===== config.mk =====
export PLATFORM = sky130hd
export DESIGN_NAME = zc_bitcount_unit
export DESIGN_NICKNAME = d
export VERILOG_FILES = /design/src/rtl/zc_pkg.sv /design/src/rtl/zc_lead_count.sv /design/src/rtl/zc_pop_count.sv /design/src/rtl/zc_bitcount_unit.sv
export SDC_FILE = /design/constraint.sdc
export NUM_CORES = 1
export LEC_CHECK = 0
export BUFFER_PORTS_ARGS = -buffer_cell sky130_fd_sc_hd__buf_2
export CORE_MARGIN = 4
export CORE_UTILIZATION = 49
export CTS_CLUSTER_DIAMETER = 60
export CTS_CLUSTER_SIZE = 14
export DETAILED_ROUTE_END_ITERATION = 10
export PLACE_DENSITY = 0.75
export SETUP_SLACK_MARGIN = 0.02
export SYNTH_ARGS = -nofsm -noshare
export SYNTH_HDL_FRONTEND = slang
export SYNTH_HIERARCHICAL = 1
export SYNTH_SLANG_ARGS = --single-unit

===== constraint.sdc =====
create_clock -name clk -period 12.67 [get_ports clk]
set_input_delay 2.534 -clock clk [delete_from_list [all_inputs] [get_ports clk]]
set_output_delay 2.534 -clock clk [all_outputs]
set_load 0.03 [all_outputs]

===== src/rtl/zc_pkg.sv =====
package zc_pkg;
  typedef enum logic [2:0] {
    ZC_LEAD      = 3'd0,
    ZC_TRAIL     = 3'd1,
    ZC_POP       = 3'd2,
    ZC_LEAD_WORD = 3'd3,
    ZC_TRAIL_WORD= 3'd4,
    ZC_POP_WORD  = 3'd5
  } zc_op_e;
  localparam int unsigned ZC_WORD_BITS = 32;
endpackage


===== src/rtl/zc_lead_count.sv =====
// Number of zero bits above the most significant set bit of a W-bit vector.
module zc_lead_count #(
  parameter int unsigned W  = 64,
  localparam int unsigned CW = $clog2(W) + 1
) (
  input  logic [W-1:0]  vec_i,
  output logic [CW-1:0] cnt_o
);
  always_comb begin
    logic hit;
    hit   = 1'b0;
    cnt_o = CW'(W);
    for (int i = W - 1; i >= 0; i--) begin
      if (!hit && vec_i[i]) begin
        cnt_o = CW'(W - 1 - i);
        hit   = 1'b1;
      end
    end
  end
endmodule


===== src/rtl/zc_pop_count.sv =====
// Number of set bits in a W-bit vector.
module zc_pop_count #(
  parameter int unsigned W  = 64,
  localparam int unsigned CW = $clog2(W) + 1
) (
  input  logic [W-1:0]  vec_i,
  output logic [CW-1:0] cnt_o
);
  always_comb begin
    cnt_o = '0;
    for (int i = 0; i < W; i++) begin
      cnt_o = cnt_o + CW'(vec_i[i]);
    end
  end
endmodule


===== src/rtl/zc_bitcount_unit.sv =====
module zc_bitcount_unit
  import zc_pkg::*;
#(
  parameter int unsigned XLEN    = 64,
  parameter bit          REG_OUT = 1'b1
) (
  input  logic            clk,
  input  logic            rst,
  input  logic [2:0]      op_i,
  input  logic [XLEN-1:0] src_i,
  output logic [XLEN-1:0] res_o
);
  localparam int unsigned RW  = $clog2(XLEN) + 1;
  localparam int unsigned WB  = ZC_WORD_BITS;
  localparam int unsigned WRW = $clog2(WB) + 1;

  logic [XLEN-1:0] src_rev;
  logic [RW-1:0]   lead_cnt, trail_cnt, pop_cnt;
  logic [WRW-1:0]  lead_w_cnt, trail_w_cnt, pop_w_cnt;
  logic            word_ok;
  logic [RW-1:0]   cnt_sel;
  logic [XLEN-1:0] res_next;

  // Trailing count reuses the leading counter on a mirrored operand.
  for (genvar g = 0; g < XLEN; g++) begin : g_mirror
    assign src_rev[g] = src_i[XLEN-1-g];
  end

  zc_lead_count #(.W(XLEN)) u_lead  (.vec_i(src_i),   .cnt_o(lead_cnt));
  zc_lead_count #(.W(XLEN)) u_trail (.vec_i(src_rev), .cnt_o(trail_cnt));
  zc_pop_count  #(.W(XLEN)) u_pop   (.vec_i(src_i),   .cnt_o(pop_cnt));

  if (XLEN == 64) begin : g_word
    logic [WB-1:0] lo_word, lo_rev;
    assign lo_word = src_i[WB-1:0];
    for (genvar g = 0; g < WB; g++) begin : g_wmirror
      assign lo_rev[g] = lo_word[WB-1-g];
    end
    zc_lead_count #(.W(WB)) u_lead_w  (.vec_i(lo_word), .cnt_o(lead_w_cnt));
    zc_lead_count #(.W(WB)) u_trail_w (.vec_i(lo_rev),  .cnt_o(trail_w_cnt));
    zc_pop_count  #(.W(WB)) u_pop_w   (.vec_i(lo_word), .cnt_o(pop_w_cnt));
    assign word_ok = 1'b1;
  end else begin : g_noword
    assign lead_w_cnt  = '0;
    assign trail_w_cnt = '0;
    assign pop_w_cnt   = '0;
    assign word_ok     = 1'b0;
  end

  always_comb begin
    cnt_sel = '0;
    case (zc_op_e'(op_i))
      ZC_LEAD:       cnt_sel = lead_cnt;
      ZC_TRAIL:      cnt_sel = trail_cnt;
      ZC_POP:        cnt_sel = pop_cnt;
      ZC_LEAD_WORD:  if (word_ok) cnt_sel = RW'(lead_w_cnt);
      ZC_TRAIL_WORD: if (word_ok) cnt_sel = RW'(trail_w_cnt);
      ZC_POP_WORD:   if (word_ok) cnt_sel = RW'(pop_w_cnt);
      default:       cnt_sel = '0;
    endcase
    res_next = XLEN'(cnt_sel);
  end

  if (REG_OUT) begin : g_reg
    logic [XLEN-1:0] res_q;
    logic            live_q;
    always_ff @(posedge clk) begin
      if (rst) begin
        res_q  <= '0;
        live_q <= 1'b0;
      end else begin
        res_q  <= res_next;
        live_q <= 1'b1;
      end
    end
    assign res_o = res_q;

    AST_LEAD_ALLZERO: assert property (@(posedge clk) disable iff (rst)
      (live_q && $past(op_i) == 3'd0 && $past(src_i) == '0) |-> res_o == XLEN'(XLEN));
    AST_LEAD_TOPSET: assert property (@(posedge clk) disable iff (rst)
      (live_q && $past(op_i) == 3'd0 && $past(src_i[XLEN-1])) |-> res_o == '0);
    AST_TRAIL_LSBSET: assert property (@(posedge clk) disable iff (rst)
      (live_q && $past(op_i) == 3'd1 && $past(src_i[0])) |-> res_o == '0);
    AST_POP_ALLONES: assert property (@(posedge clk) disable iff (rst)
      (live_q && $past(op_i) == 3'd2 && $past(&src_i)) |-> res_o == XLEN'(XLEN));
    AST_BAD_OP_ZERO: assert property (@(posedge clk) disable iff (rst)
      (live_q && $past(op_i) > 3'd5) |-> res_o == '0);
    AST_RES_NARROW: assert property (@(posedge clk) disable iff (rst)
      res_o[XLEN-1:RW] == '0);
    if (XLEN == 64) begin : g_wchk
      AST_WORD_LEAD_ZERO: assert property (@(posedge clk) disable iff (rst)
        (live_q && $past(op_i) == 3'd3 && $past(src_i[31:0]) == 32'd0) |-> res_o == XLEN'(32));
    end
  end else begin : g_comb
    assign res_o = res_next;
  end
endmodule


Yosys cells after proc, flatten, opt, wreduce, memory -nomap -nowiden
Index checks and enable logic that the tools add are counted.
W data, S select, Z words.
{ "op_classes": {"multipliers": 0, "add_sub_neg": 94, "mux": 350, "n_reduce_logical": 315, "order_cmp": 0, "n_div": 0, "bitwise": 0, "n_shift": 0, "n_eq_ne": 5} }
{ "op_table": {"columns": ["op", "n"], "rows": [
  ["$mux W7", 128],
  ["$add A7 B1 Y7", 62],
  ["$mux W6", 64],
  ["$add A6 B1 Y6", 30],
  ["$logic_and A1 B1 Y1", 157],
  ["$logic_not A1 Y1", 157],
  ["$mux W1", 157],
  ["$pmux W7 S6", 1],
  ["$eq A3 B2 Y1 const B", 2],
  ["$eq A3 B3 Y1 const B", 2],
  ["$add A1 B1 Y2", 2],
  ["$eq A3 B1 Y1 const B", 1],
  ["$logic_not A3 Y1", 1]
]} }
{ "word_totals": {"ram_bits": 0, "latchBits": 0, "regBits": 64, "output_inout_bits": 64, "n_memories": 0, "word_cells": 766, "mem_bits_ro": 0} }

Logic depth before layout (Yosys ltp)
{ "depth": {"depth_word": 191, "ltp_mapped": 22, "mapped_depth_nobuf": 22} }

Cells and area by module
Netlist, hierarchy kept.
{ "modules_own_cells": {"columns": ["mod", "area_per_inst_um2", "n_inst", "cells_per_inst"], "rows": [
  ["zc_lead_count (u_lead ...)", 985.9, 2, 165],
  ["zc_pop_count (u_pop)", 1765.4, 1, 182],
  ["zc_bitcount_unit", 940.9, 1, 110],
  ["zc_pop_count (g_word.u_pop_w)", 845.8, 1, 94],
  ["zc_lead_count (g_word.u_lead_w ...)", 385.4, 2, 64]
]} }

Worst setup path before layout
No wires, ideal clock.
{ "synth_timing": {"path_type": "input -> register", "startpoint": "in src_i[56]", "endpoint": "reg g_reg.res_q[4] (netlist: res_o[4])", "path_stages": 20, "arrival_ns": 8.141, "setup_ns": 0.070, "slack_ns": 4.459, "path_cell_list": "fa_1 -> inv_1 -> fa_1 -> inv_1 -> fa_1 -> inv_1 -> fa_1 -> fa_1 -> fa_1 -> fa_1 -> fa_1 -> inv_1 -> ha_1 -> fa_1 -> a21o_2 -> a21oi_1 -> xnor2_1 -> a21oi_1 -> a211o_1 -> a21oi_1"} }
{ "synth_between": {"elab_cells_between_ends": 265, "cone_classes": "8 x add/sub; 129 x mux; 128 x reduce/logical"} }
{ "synth_lines": {"columns": ["item", "line", "text"], "rows": [
  ["start: declaration", "zc_bitcount_unit.sv:10", "input logic [XLEN-1:0] src_i,"],
  ["$add A7 B1 Y7 (8 in a row)", "zc_pop_count.sv:12", "cnt_o = cnt_o + CW'(vec_i[i]);"],
  ["named net pop_cnt[4]", "zc_bitcount_unit.sv:18", "logic [RW-1:0] lead_cnt, trail_cnt, pop_cnt;"],
  ["$pmux W7 S6", "zc_bitcount_unit.sv:52", "case (zc_op_e'(op_i))"],
  ["end signal: assignment", "zc_bitcount_unit.sv:72", "res_q <= res_next;"],
  ["end: declaration", "zc_bitcount_unit.sv:65", "logic [XLEN-1:0] res_q;"]
]} }
The timed path passes the listed nets, and every way through them passes these cells.
A chain may end at the register's enable or synchronous reset.

Final worst setup path
{ "layout_timing": {"startpoint": "in src_i[26]", "endpoint": "reg g_reg.res_q[6] (netlist: res_o[6])"} }
{ "layout_between": {"elab_cells_between_ends": 295, "cone_classes": "38 x add/sub; 129 x mux; 128 x reduce/logical"} }
{ "layout_lines": {"columns": ["item", "line"], "rows": [
  ["$add A7 B1 Y7 (38 in a row)", "zc_pop_count.sv:12"],
  ["named net pop_cnt[6]", "zc_bitcount_unit.sv:18"],
  ["$pmux W7 S6", "zc_bitcount_unit.sv:52"]
]} }
The timed path passes the listed nets, and every way through them passes these cells.

==> flow_metrics.py <==
metrics = {
    "timing": {
        "period_share_pct": 67.4,
        "slew_headroom_pct": 49.7,
        "fin_setup_tns_ps": 0,
        "worst_pin_slew_ps": 748,
        "maxClockFrequency_mhz": 117,
        "rsz0062_at_grt": "false",
        "setup_violations": 0,
        "hold_viol": 0,
        "drv_slew": 0,
        "period_needed_ps": 8540,
    },
    "min_path": {
        "min_path_cells": 2,
        "hp-class": "in -> reg",
    },
    "global_routing": {
        "grt_pass1_wl_mm": 32.0,
        "top_usage_layer": "met2",
        "grtUsageMet2_pct": 43.8,
        "grt_usage_pct": 27.3,
        "grt_pass1_vias": 5737,
        "grtUsageMet3_pct": 3.78,
        "antenna_found_initial": 0,
        "grt_max_degree": 19,
        "grt_overflow": 0,
        "met1_usage_pct": 39.3,
    },
    "yosys": {
        "synth_cells": 844,
        "synth_common_cells": "inv_1, nor2_1, fa_1",
        "synth.distinct_cells": 62,
        "synth_top_cell_area_share_pct": 24.8,
        "ys.warnings.count": 6,
        "synth-async-reset-ratio_pct": 0,
        "yosysMostFrequentCell": "inv_1",
        "netlist_area_um2": 6290,
        "seq_area_frac_synth_pct": 2.23,
        "ys_dominant_reg_cell": "dfxtp_1",
        "syn-mean-instance-area_um2": 7.46,
        "yosys-top-cells-area": "fa_1, inv_1, buf_4",
        "synth-edff-count": 0,
        "synth.largest_area_cell": "fa_1",
        "synth_seq_cells": 7,
    },
    "clocking": {
        "cts_hold_buf": 0,
        "htreeDepth": 1,
        "cts_tree": "yes",
        "clk_pin_slew_ps": 30,
        "cts_setup_buffers": 0,
        "numClockSinks": 7,
        "cts_made_buffers": 3,
        "clk_path_buf_depth": 2,
        "ctsRootBufferMaster": "clkbuf_16",
        "ctsResizeCount": 0,
    },
    "pwr": {
        "power.switching_mw": 1.21,
        "seqPwrFrac_pct": 1.3,
        "pwr-share-clk_pct": 2.4,
        "p_sw_share_pct": 54.1,
        "power.density_nw_per_um2": 333,
        "comb_power_share_pct": 96.3,
        "p_leak_nw": 3.26,
        "vdd_drop_max_mv": 0.455,
        "intPower_mw": 1.03,
    },
    "floorplanning": {
        "die_y_um": 121,
        "core-area_um2": 12600,
        "fp-row-count": 41,
        "initial_core_util_pct": 49.9,
        "die_area_um2": 14700,
        "num_io_pins": 133,
        "die_w_um": 121,
    },
    "status": {
        "outcome": "finished clean",
    },
    "route": {
        "post-route-drc-count": 0,
        "first_pass_iters": 6,
        "wl_per_cell_um": 18.9,
        "finalWirelength_mm": 20.6,
        "num_vias": 6423,
        "final_antenna_net_count": 0,
        "viasPerCell": 5.89,
        "drtIter0Drc": 916,
    },
    "final_layout": {
        "utilization_pct": 53.1,
        "syn2layout_area_growth_pct": 6.50,
        "fill_cells": 1227,
        "largest_reg_flops": 7,
        "nets": 1090,
        "drive_gt1_share_pct": 13.3,
    },
    "critical_path": {
        "crit_arrival_ps": 8650,
        "critical_path.startpoint_type": "input port",
        "worstPathMaxFanout": 13,
        "crit_type": "in -> reg",
        "endpoint_kind": "flip-flop",
        "required_ps": 12780,
    },
    "placement": {
        "io_buffers": 75,
        "place.gp.congestion": 1.01,
        "post-dp-hpwl_mm": 16.3,
    },
    "flow_run": {
        "drv_cap": 0,
    },
}
[worst max-delay path, stage by stage]
cell and delay [ps]:
buf_2 250, inv_1 120, fa_1 540, inv_1 50
fa_1 470, fa_1 490, inv_1 50, fa_1 530
fa_1 440, fa_1 510, fa_1 420, fa_1 490
inv_1 40, ha_1 220, fa_1 490, a211oi_1 230
o21ai_0 130, a21o_1 190, mux2i_1 130, nor2_1 60
a31oi_1 180, nor3_1 60
[layout by cell type (no fill, tap or decap), types with 10 or more instances in the layout]
cell type / n
a21oi_1: 48
a221oi_1: 10
buf_2: 75
conb_1: 57
fa_1: 78
ha_1: 24
inv_1: 181
nand2_1: 42
nand2b_1: 11
nand4_1: 14
nor2_1: 98
nor3_1: 26
nor4_1: 26
o21ai_0: 32
or4_1: 10
[power groups by stage]
stage | combinational [mW] | sequential [mW] | clock (mW)
after floorplan | 1.60 | 0.0375 | 0
after global placement | 2.05 | 0.0291 | 0
after detailed placement | 2.14 | 0.0292 | 0
after CTS | 2.15 | 0.0289 | 0.0543
after global routing | 2.45 | 0.0292 | 0.0555
final | 2.15 | 0.0289 | 0.0531
[routing by layer]
metal,part of all wire [%],up-vias
li1,-,2936
met1,39,3040
met2,47,402
met3,12,45
met4,2.3,0
met5,0,-
[kinds of logic (layout without fill, tap and decap cells)]
kind of cell	count (synthesis)	after routing	synth area share (%)
DFF	7	7	2.23
other	1	58	0.0596
muxes	13	13	2.88
AOI/OAI and AO/OA	164	164	17.0
and+or+nand+nor	309	309	29.1
xor gates and xnor gates	6	6	0.835
adders and majority gates	102	102	29.6
buffers and inverters	242	260	18.3
[final timing paths]
path                  startpoint  endpoint
worst max-delay path   src_i[26]  res_o[6]
worst min-delay path         rst  res_o[5]
[cell type report]
class | count | area (um^2) | share of cell area (%)
Timing Repair Buffer | 75 | 375 | 5.60
Multi-Input combinational cell | 651 | 5210 | 77.8
Antenna cell | 1 | 2.50 | 0.0373
Inverter | 181 | 679 | 10.1
Clock buffer | 4 | 78.8 | 1.18
Tap cell | 172 | 215 | 3.21
Sequential cell | 7 | 140 | 2.09
[per-stage QoR]
| stage | std cells | hold WS (ps) | instance area, um^2 | power, mW | setup slack (ps) |
|---|---|---|---|---|---|
| floorplan | 900 | 2600 | 6500 | 1.64 | 4460 |
| global placement | 1086 | 2780 | 6620 | 2.08 | 4010 |
| detailed placement | 1086 | 2780 | 6620 | 2.16 | 3920 |
| CTS | 1090 | 2550 | 6700 | 2.23 | 4160 |
| global route | 1090 | 2570 | 6700 | 2.53 | 3860 |
| finish | 1091 | 2550 | 6700 | 2.23 | 4130 |
No activity file was read; power rests on OpenSTA's default activity.
